==> config.mk <==
export PLATFORM = sky130hd
export DESIGN_NAME = dec_addsub
export DESIGN_NICKNAME = d
export VERILOG_FILES = /design/src/rtl/dec_addsub_pkg.sv /design/src/rtl/dec_nib_slice.sv /design/src/rtl/dec_nines_comp.sv /design/src/rtl/dec_carry_chain.sv /design/src/rtl/dec_digit_scan.sv /design/src/rtl/dec_addsub.sv
export SDC_FILE = /design/constraint.sdc
export NUM_CORES = 1
export LEC_CHECK = 0
export BUFFER_PORTS_ARGS = -buffer_cell sky130_fd_sc_hd__clkbuf_2
export CORE_MARGIN = 1
export CORE_UTILIZATION = 40
export DETAILED_ROUTE_END_ITERATION = 8
export HOLD_SLACK_MARGIN = 0.05
export PLACE_DENSITY_LB_ADDON = 0.08
export SLEW_MARGIN = 10
export SYNTH_ARGS = -nofsm -noshare
export SYNTH_HDL_FRONTEND = slang
export SYNTH_SLANG_ARGS = --single-unit
==> constraint.sdc <==
create_clock -name clk -period 8.7 [get_ports clk]
set_input_delay 0.435 -clock clk [delete_from_list [all_inputs] [get_ports clk]]
set_output_delay 0.435 -clock clk [all_outputs]
set_load 0.005 [all_outputs]
==> src/rtl/dec_addsub_pkg.sv <==
package dec_addsub_pkg;
  localparam int NIB_W = 4;
  localparam logic [NIB_W-1:0] NIB_MAX = 4'd9;

  typedef logic [NIB_W-1:0] nib_t;

  function automatic logic nib_is_dec(input nib_t d);
    return d <= NIB_MAX;
  endfunction
endpackage

==> src/rtl/dec_nib_slice.sv <==
module dec_nib_slice
  import dec_addsub_pkg::*;
(
  input  nib_t x,
  input  nib_t y,
  input  logic cin,
  output nib_t s,
  output logic co
);
  logic [NIB_W:0] raw;
  logic [NIB_W:0] fixed;
  logic           over;

  always_comb begin
    raw   = {1'b0, x} + {1'b0, y} + {{NIB_W{1'b0}}, cin};
    over  = raw > {1'b0, NIB_MAX};
    fixed = raw + (over ? (NIB_W+1)'(6) : '0);
    s     = fixed[NIB_W-1:0];
    co    = over;
  end
endmodule

==> src/rtl/dec_nines_comp.sv <==
module dec_nines_comp
  import dec_addsub_pkg::*;
#(
  parameter int DIGITS = 4,
  localparam int W = DIGITS * NIB_W
) (
  input  logic [W-1:0] din,
  input  logic         en,
  output logic [W-1:0] dout
);
  for (genvar i = 0; i < DIGITS; i++) begin : g_dig
    nib_t d;
    assign d = din[i*NIB_W +: NIB_W];
    assign dout[i*NIB_W +: NIB_W] = en ? (NIB_MAX - d) : d;
  end
endmodule

==> src/rtl/dec_carry_chain.sv <==
module dec_carry_chain
  import dec_addsub_pkg::*;
#(
  parameter int DIGITS = 4,
  localparam int W = DIGITS * NIB_W
) (
  input  logic [W-1:0] a,
  input  logic [W-1:0] b,
  input  logic         cin,
  output logic [W-1:0] s,
  output logic         co
);
  logic [DIGITS:0] c;
  assign c[0] = cin;

  for (genvar i = 0; i < DIGITS; i++) begin : g_slice
    dec_nib_slice u_slice (
      .x  (a[i*NIB_W +: NIB_W]),
      .y  (b[i*NIB_W +: NIB_W]),
      .cin(c[i]),
      .s  (s[i*NIB_W +: NIB_W]),
      .co (c[i+1])
    );
  end

  assign co = c[DIGITS];
endmodule

==> src/rtl/dec_digit_scan.sv <==
module dec_digit_scan
  import dec_addsub_pkg::*;
#(
  parameter int DIGITS = 4,
  localparam int W = DIGITS * NIB_W
) (
  input  logic [W-1:0] a,
  input  logic [W-1:0] b,
  output logic         any_bad
);
  logic [2*DIGITS-1:0] bad;
  for (genvar i = 0; i < DIGITS; i++) begin : g_scan
    assign bad[2*i]   = !nib_is_dec(a[i*NIB_W +: NIB_W]);
    assign bad[2*i+1] = !nib_is_dec(b[i*NIB_W +: NIB_W]);
  end
  assign any_bad = |bad;
endmodule

==> src/rtl/dec_addsub.sv <==
module dec_addsub
  import dec_addsub_pkg::*;
#(
  parameter int DIGITS = 4,
  localparam int W = DIGITS * NIB_W
) (
  input  logic         clk,
  input  logic         rst,
  input  logic [W-1:0] opnd_a,
  input  logic [W-1:0] opnd_b,
  input  logic         op_sub,
  output logic [W-1:0] sum_out,
  output logic         cout,
  output logic         neg,
  output logic         bad_digit
);
  logic [W-1:0] b_eff;
  logic [W-1:0] s_comb;
  logic         c_comb;
  logic         bad_comb;

  dec_nines_comp #(.DIGITS(DIGITS)) u_comp (
    .din (opnd_b),
    .en  (op_sub),
    .dout(b_eff)
  );

  dec_carry_chain #(.DIGITS(DIGITS)) u_chain (
    .a  (opnd_a),
    .b  (b_eff),
    .cin(op_sub),
    .s  (s_comb),
    .co (c_comb)
  );

  dec_digit_scan #(.DIGITS(DIGITS)) u_scan (
    .a      (opnd_a),
    .b      (opnd_b),
    .any_bad(bad_comb)
  );

  always_ff @(posedge clk) begin
    if (rst) begin
      sum_out   <= '0;
      cout      <= 1'b0;
      neg       <= 1'b0;
      bad_digit <= 1'b0;
    end else begin
      sum_out   <= s_comb;
      cout      <= c_comb;
      neg       <= op_sub & ~c_comb;
      bad_digit <= bad_comb;
    end
  end
endmodule

; Yosys cells after proc, flatten, opt, wreduce, memory -nomap -nowiden
; Cells that the tools add are included.
[word_totals]
reg_bits = 19
out_inout_bits = 19
inputBits = 35
word_cells = 51
[op_classes]
bitwise_logic = 2
mux = 8
n_reduce_logical = 9
n_lt_le_gt_ge = 12
addsub = 16
[op_table]
columns = op, count
row1 = $le 4x4->1 const B, 8
row2 = $add 4x4->5, 4
row3 = $add 5x1->5, 4
row4 = $gt 5x4->1 const B, 4
row5 = $add 4x3->4, 4
row6 = $mux 4, 4
row7 = $sub 4x4->4 const A, 4
row8 = $mux 3, 4
row9 = $logic_not 1->1, 8
row10 = $reduce_or 8->1, 1
row11 = $and 1x1->1, 1
row12 = $not 1->1, 1

; Depth between registers and ports, before layout
[logic_depth]
ltp_word = 13
mapped_depth = 32
mapped_depth_nobuf = 32

; Hierarchy
; Synthesis repeated with hierarchy kept, for this count alone.
[unflattened]
hier_cells = 172
area_unflattened_um2 = 1746.7
[modules_own_cells]
columns = module, seq_area_each_um2, cells_each, area_each_um2, instances
row1 = dec_nib_slice, 0.0, 21, 221.5, 4
row2 = dec_addsub, 380.4, 39, 525.5, 1
row3 = dec_nines_comp, 0.0, 38, 276.5, 1
row4 = dec_digit_scan, 0.0, 11, 58.8, 1

; Worst setup path after synthesis
; No wires, ideal clock.
[synth_timing]
path_type = input-to-reg
startpoint = input op_sub
endpoint = register sum_out[15]
setup_slack_ps = 1470
setup_time_ps = 132
required_time_ps = 8568
t_arrival_ps = 7099
path_stages = 31
n_path_buf = 2
cell_sequence = buf_2 clkbuf_1 o21ai_0 ha_1 xnor2_1 nand2b_1 a211oi_1 a21oi_1 fa_1 fa_1 xor2_1 o21ai_0 mux2i_1 nor3_1 fa_1 inv_1 fa_1 xor2_1 nor2_1 o211ai_1 a211o_1 fa_1 fa_1 xnor2_1 nor2b_4 o31ai_4 ha_1 inv_1 fa_1 nor3_1 nor3_1
[synth_between]
elab_chain_cells = 12
word_cells_on_any_way = 18
cone_classes = 9 x add/sub / 4 x order compare / 5 x mux
[synth_lines]
columns = element, line
row1 = start: declaration, dec_addsub.sv:11  ; input logic op_sub,
row2 = $mux 4, dec_nines_comp.sv:14  ; assign dout[i*NIB_W +: NIB_W] = en ? (NIB_MAX - d) : d;
row3 = $add 4x4->5, dec_nib_slice.sv:15  ; raw = {1'b0, x} + {1'b0, y} + {{NIB_W{1'b0}}, cin};
row4 = $add 5x1->5, dec_nib_slice.sv:15
row5 = $gt 5x4->1, dec_nib_slice.sv:16  ; over = raw > {1'b0, NIB_MAX};
row6 = $add 5x1->5, dec_nib_slice.sv:15
row7 = $gt 5x4->1, dec_nib_slice.sv:16
row8 = $add 5x1->5, dec_nib_slice.sv:15
row9 = $gt 5x4->1, dec_nib_slice.sv:16
row10 = $add 5x1->5 (*), dec_nib_slice.sv:15
row11 = $gt 5x4->1 (*), dec_nib_slice.sv:16
row12 = named net c_comb, dec_addsub.sv:19  ; logic c_comb;
row13 = $mux 3 (*), dec_nib_slice.sv:17  ; fixed = raw + (over ? (NIB_W+1)'(6) : '0);
row14 = $add 4x3->4 (*), dec_nib_slice.sv:17
row15 = end signal: assignment, dec_addsub.sv:49  ; sum_out <= s_comb;
row16 = end: declaration, dec_addsub.sv:12  ; output logic [W-1:0] sum_out,
; The timed path passes the listed nets; every way through them passes the cells marked *.
; A chain may end at the register's enable or synchronous reset.

; Worst setup path after layout
; Same ends and word-level chain as after synthesis.

==> results.txt <==
- Power density over the cells: 194 nW/um2
- Global router's overall resource usage: 0.169
- Synthesis-stage register bit count: 19
* Average cell area after synthesis: 9.41 um2
* Cell leakage power: 0.943 nW
- Fraction of final layout cells with drive strength greater than 1: 0.283
* Die boundary height: 65.2 um
* Int Power: 0.246 mW
- Counting the fill cells in the layout gives 373.
- Clock tree synthesis inserted a total of 3 buffers.
- Clock Pin Slew Worst Setup and Hold Paths: 80 ps
- The worst setup path is launched from an input port.
- Remaining Overflow, GRT: 0
- Prior to clock tree synthesis, the placed netlist has a worst setup slack of 909 ps.
- The first detailed-routing pass ran for 4 iterations.
- Total number of yosys warnings: 0
- Worst slew margin relative to its limit: 0.714
- Arrival time of the worst setup path: 7680 ps
- The largest single stage delay on the critical path is 450 ps.
- Final-report hold violation count: 0
- The clock net in this run drives a total of 19 sinks.
- Routability-driven placement finished with a final weighted congestion of 0.820.
- Among all flip-flop cells after synthesis, the most frequent one is sky130_fd_sc_hd__dfxtp_1.
- Quantity of hold-fixing buffers added after cts: 0
- Maximum number of pins on one net before global-route repair: 20
* CTS tree: done
* Worst path most repeated cell: sky130_fd_sc_hd__fa_1
* Final period utilization: 0.868
- Post-synth ARST share: 0
* Vias: 1,350
* Antenna fix cells: 0
* Clock Power Share: 0.166
- Of the total power, registers draw 0.317.
* Portion of total power attributed to combinational logic: 0.517
- Counting instances, the worst hold path has a depth of 3.
- The run finished with clean final reports.
- Final Slew Violations: 0
- After the first detailed-routing iteration, the DRC count stood at 36.
* Initial antenna violation count: 0
- Buffers placed on the I/O ports in this run total 53.
* First-pass GRT wire length: 5510 um
- Number of remaining DRC errors: 0
* Gates resized, CTS repair: 0
* Sort of element at the end of the critical path: register
- Post-DP HPWL: 2830 um
- Cell at the slowest stage of the critical path: sky130_fd_sc_hd__fa_1
- Final worst setup slack: 1150 ps
- Clk buf depth: 2
* Area added between synthesis and finish: 22.1%
* Timing-limited maximum frequency: 132 MHz
- Setup repair after global routing left no endpoint under its margin.
- The die is 65.2 um wide.
* Final critical-path required period: 7550 ps
* Switch share: 0.350
- Average wire length per cell after detail routing: 12.1 um
- After detailed routing, the number of vias per cell comes to 4.98.
- For this run, the register share of the synthesized area comes to 0.238.
- For the final routed database, the setup TNS stands at 0 ps.
- In this run the core area contains 22 standard-cell rows.
* Critical Setup Path Class: in2reg
* Hold_sp: opnd_a[0]
- I/O pin count: 54
- The synthesized netlist occupies a cell area of 1600 um2.
- For this design the total switching power over the nets is 0.132 mW.
- Yosys mapped a number of flops with a built-in enable equal to 0.
- Die Outline Area: 4250 um2
* Total nets after synthesis: 236
- Across the run, the number of max-cap violations was 0.
- The initial utilization of the core area, before any placement, comes to 0.427.
* Total detailed-routing wirelength: 3280 um
- The cell sitting at the root of the clock tree is a sky130_fd_sc_hd__clkbuf_8.
- The critical path contains buffers and inverters numbering 3 combined.
* Mapped Cells: 170
- Type of the worst min-delay path: in2reg
* Total Nets Final: 290
- Required arrival time at the worst endpoint: 8830 ps
* Post-DRT Antenna Nets: 0
- Number of global-route vias before repair: 1,309
* Slew at the pin closest to its max-slew limit: 429 ps
* Seq. cell area: 380 um2
- Maximum fanout count along the critical path: 17
- After clock tree synthesis, the setup repair step added 0 buffers.
- Max rail drop VDD: 0.0000604 V
* Count of unique library cells instantiated by Yosys: 36
- Worst Hold End: sum_out[0]
- Family with the most delay on the worst path: adder cells
* Area of the multi-input gates: 1150 um2
- Maximum level of the CTS H-tree: 1
* Final setup vio count: 0
- Worst hold-check slack: 438 ps
- The floorplan step defined a core boundary enclosing 3740 um2.
==> metal layers <==
layer / GRT usage / wire [um]
met1: 0.200 / 1510
met4: 0.0707 / 55
met2: 0.304 / 1600
met5: 0 / 0
met3: 0.0191 / 117
==> cells in the final DEF (no fill, tap or decap) <==
| cell type | instances |
|---|---|
| sky130_fd_sc_hd__clkbuf_2 | 53 |
| sky130_fd_sc_hd__ha_1 | 20 |
| sky130_fd_sc_hd__dfxtp_1 | 19 |
| sky130_fd_sc_hd__inv_1 | 15 |
| sky130_fd_sc_hd__nor2b_1 | 13 |
| sky130_fd_sc_hd__o21ai_0 | 13 |
| sky130_fd_sc_hd__xnor2_1 | 12 |
| sky130_fd_sc_hd__nand2_1 | 11 |
| sky130_fd_sc_hd__fa_1 | 11 |
| sky130_fd_sc_hd__nor2_1 | 8 |
| sky130_fd_sc_hd__a21oi_1 | 8 |
| sky130_fd_sc_hd__xor2_1 | 5 |
| sky130_fd_sc_hd__nor3_1 | 3 |
| sky130_fd_sc_hd__clkbuf_8 | 3 |
| sky130_fd_sc_hd__o21a_1 | 2 |
| sky130_fd_sc_hd__o211ai_1 | 2 |
| sky130_fd_sc_hd__a211oi_1 | 2 |
| sky130_fd_sc_hd__mux2i_1 | 2 |
| sky130_fd_sc_hd__or3_1 | 2 |
| sky130_fd_sc_hd__a22oi_1 | 2 |
| sky130_fd_sc_hd__a211o_1 | 1 |
| sky130_fd_sc_hd__o21bai_1 | 1 |
| sky130_fd_sc_hd__a21o_1 | 1 |
| sky130_fd_sc_hd__a21oi_4 | 1 |
| sky130_fd_sc_hd__nand2b_1 | 1 |
| sky130_fd_sc_hd__nor4b_1 | 1 |
| sky130_fd_sc_hd__o21ai_1 | 1 |
| sky130_fd_sc_hd__nor2b_4 | 1 |
| sky130_fd_sc_hd__a211oi_2 | 1 |
| sky130_fd_sc_hd__o21ba_2 | 1 |
| sky130_fd_sc_hd__nor3b_2 | 1 |
| sky130_fd_sc_hd__a21o_2 | 1 |
| sky130_fd_sc_hd__o31ai_4 | 1 |
| sky130_fd_sc_hd__nor3b_1 | 1 |
| sky130_fd_sc_hd__nand4_1 | 1 |
| sky130_fd_sc_hd__a221oi_1 | 1 |
| sky130_fd_sc_hd__clkbuf_1 | 1 |
==> worst min-delay path, cell delays in order <==
cell and delay [ps]:
sky130_fd_sc_hd__clkbuf_2 100, sky130_fd_sc_hd__xnor2_1 70, sky130_fd_sc_hd__nor2_1 70
==> power groups by stage <==
stage	registers, mW	logic (mW)	clock network (mW)
finish	0.120	0.196	0.0628
floorplan	0.126	0.132	0
global placement	0.121	0.193	0
detailed placement	0.123	0.197	0
global route	0.123	0.223	0.0692
CTS	0.121	0.199	0.0652
==> synth_stat cells (2+ instances only) <==
| cell type | count | area (um2) |
|---|---|---|
| sky130_fd_sc_hd__ha_1 | 20 | 250 |
| sky130_fd_sc_hd__nor2b_1 | 13 | 81.3 |
| sky130_fd_sc_hd__fa_1 | 11 | 220 |
| sky130_fd_sc_hd__inv_1 | 15 | 56.3 |
| sky130_fd_sc_hd__or3_1 | 2 | 12.5 |
| sky130_fd_sc_hd__a22oi_1 | 2 | 15.0 |
| sky130_fd_sc_hd__o211ai_1 | 2 | 15.0 |
| sky130_fd_sc_hd__o21a_1 | 2 | 15.0 |
| sky130_fd_sc_hd__mux2i_1 | 2 | 20.0 |
| sky130_fd_sc_hd__a21oi_1 | 8 | 40.0 |
| sky130_fd_sc_hd__nor2_1 | 8 | 30.0 |
| sky130_fd_sc_hd__clkbuf_1 | 3 | 11.3 |
| sky130_fd_sc_hd__nand2_1 | 11 | 41.3 |
| sky130_fd_sc_hd__nor3_1 | 3 | 15.0 |
| sky130_fd_sc_hd__xor2_1 | 5 | 43.8 |
| sky130_fd_sc_hd__xnor2_1 | 12 | 105 |
| sky130_fd_sc_hd__o21ai_0 | 13 | 65.1 |
| sky130_fd_sc_hd__a211oi_1 | 2 | 15.0 |
| sky130_fd_sc_hd__dfxtp_1 | 19 | 380 |
==> layout make-up <==
class / instances / share of cell area
multi-input cells: 132 / 0.587
flip-flops and latches: 19 / 0.195
repair buffers: 53 / 0.136
well taps: 48 / 0.0307
inverters: 15 / 0.0288
clock buffers: 4 / 0.0231
==> sequential cells by signal, indices dropped and copies added, names as in the netlist <==
name and flops:
bad_digit 1, cout 1, neg 1, sum_out 16
==> cell families after synthesis <==
family,synth area share
muxes,0.0125
AOI/OAI and AO/OA,0.170
DFF,0.238
adders and majority gates,0.294
and+or+nand+nor,0.147
xor gates and xnor gates,0.0931
buffers and inverters,0.0454
==> how the worst max path moves through the flow <==
stage                          from     endpoint  slack [ps]  cells after the start
after floorplan              op_sub  sum_out[15]        1470                     31
after global placement    opnd_b[1]  sum_out[15]        1100                     33
after detailed placement     op_sub  sum_out[15]         910                     30
after CTS                 opnd_b[1]  sum_out[15]        1160                     33
after global routing         op_sub  sum_out[15]         720                     29
final                        op_sub  sum_out[15]        1150                     30
==> per-stage QoR <==
stage / area (um2) / std cells / util / power [mW]
floorplan: 1600 / 170 / - / 0.258
global placement: 1910 / 267 / 0.510 / 0.314
detailed placement: 1910 / 267 / 0.510 / 0.320
CTS: 1950 / 271 / 0.522 / 0.385
global route: 1950 / 271 / 0.522 / 0.415
finish: 1950 / 271 / 0.522 / 0.378
No activity file was read; power rests on OpenSTA's default activity.
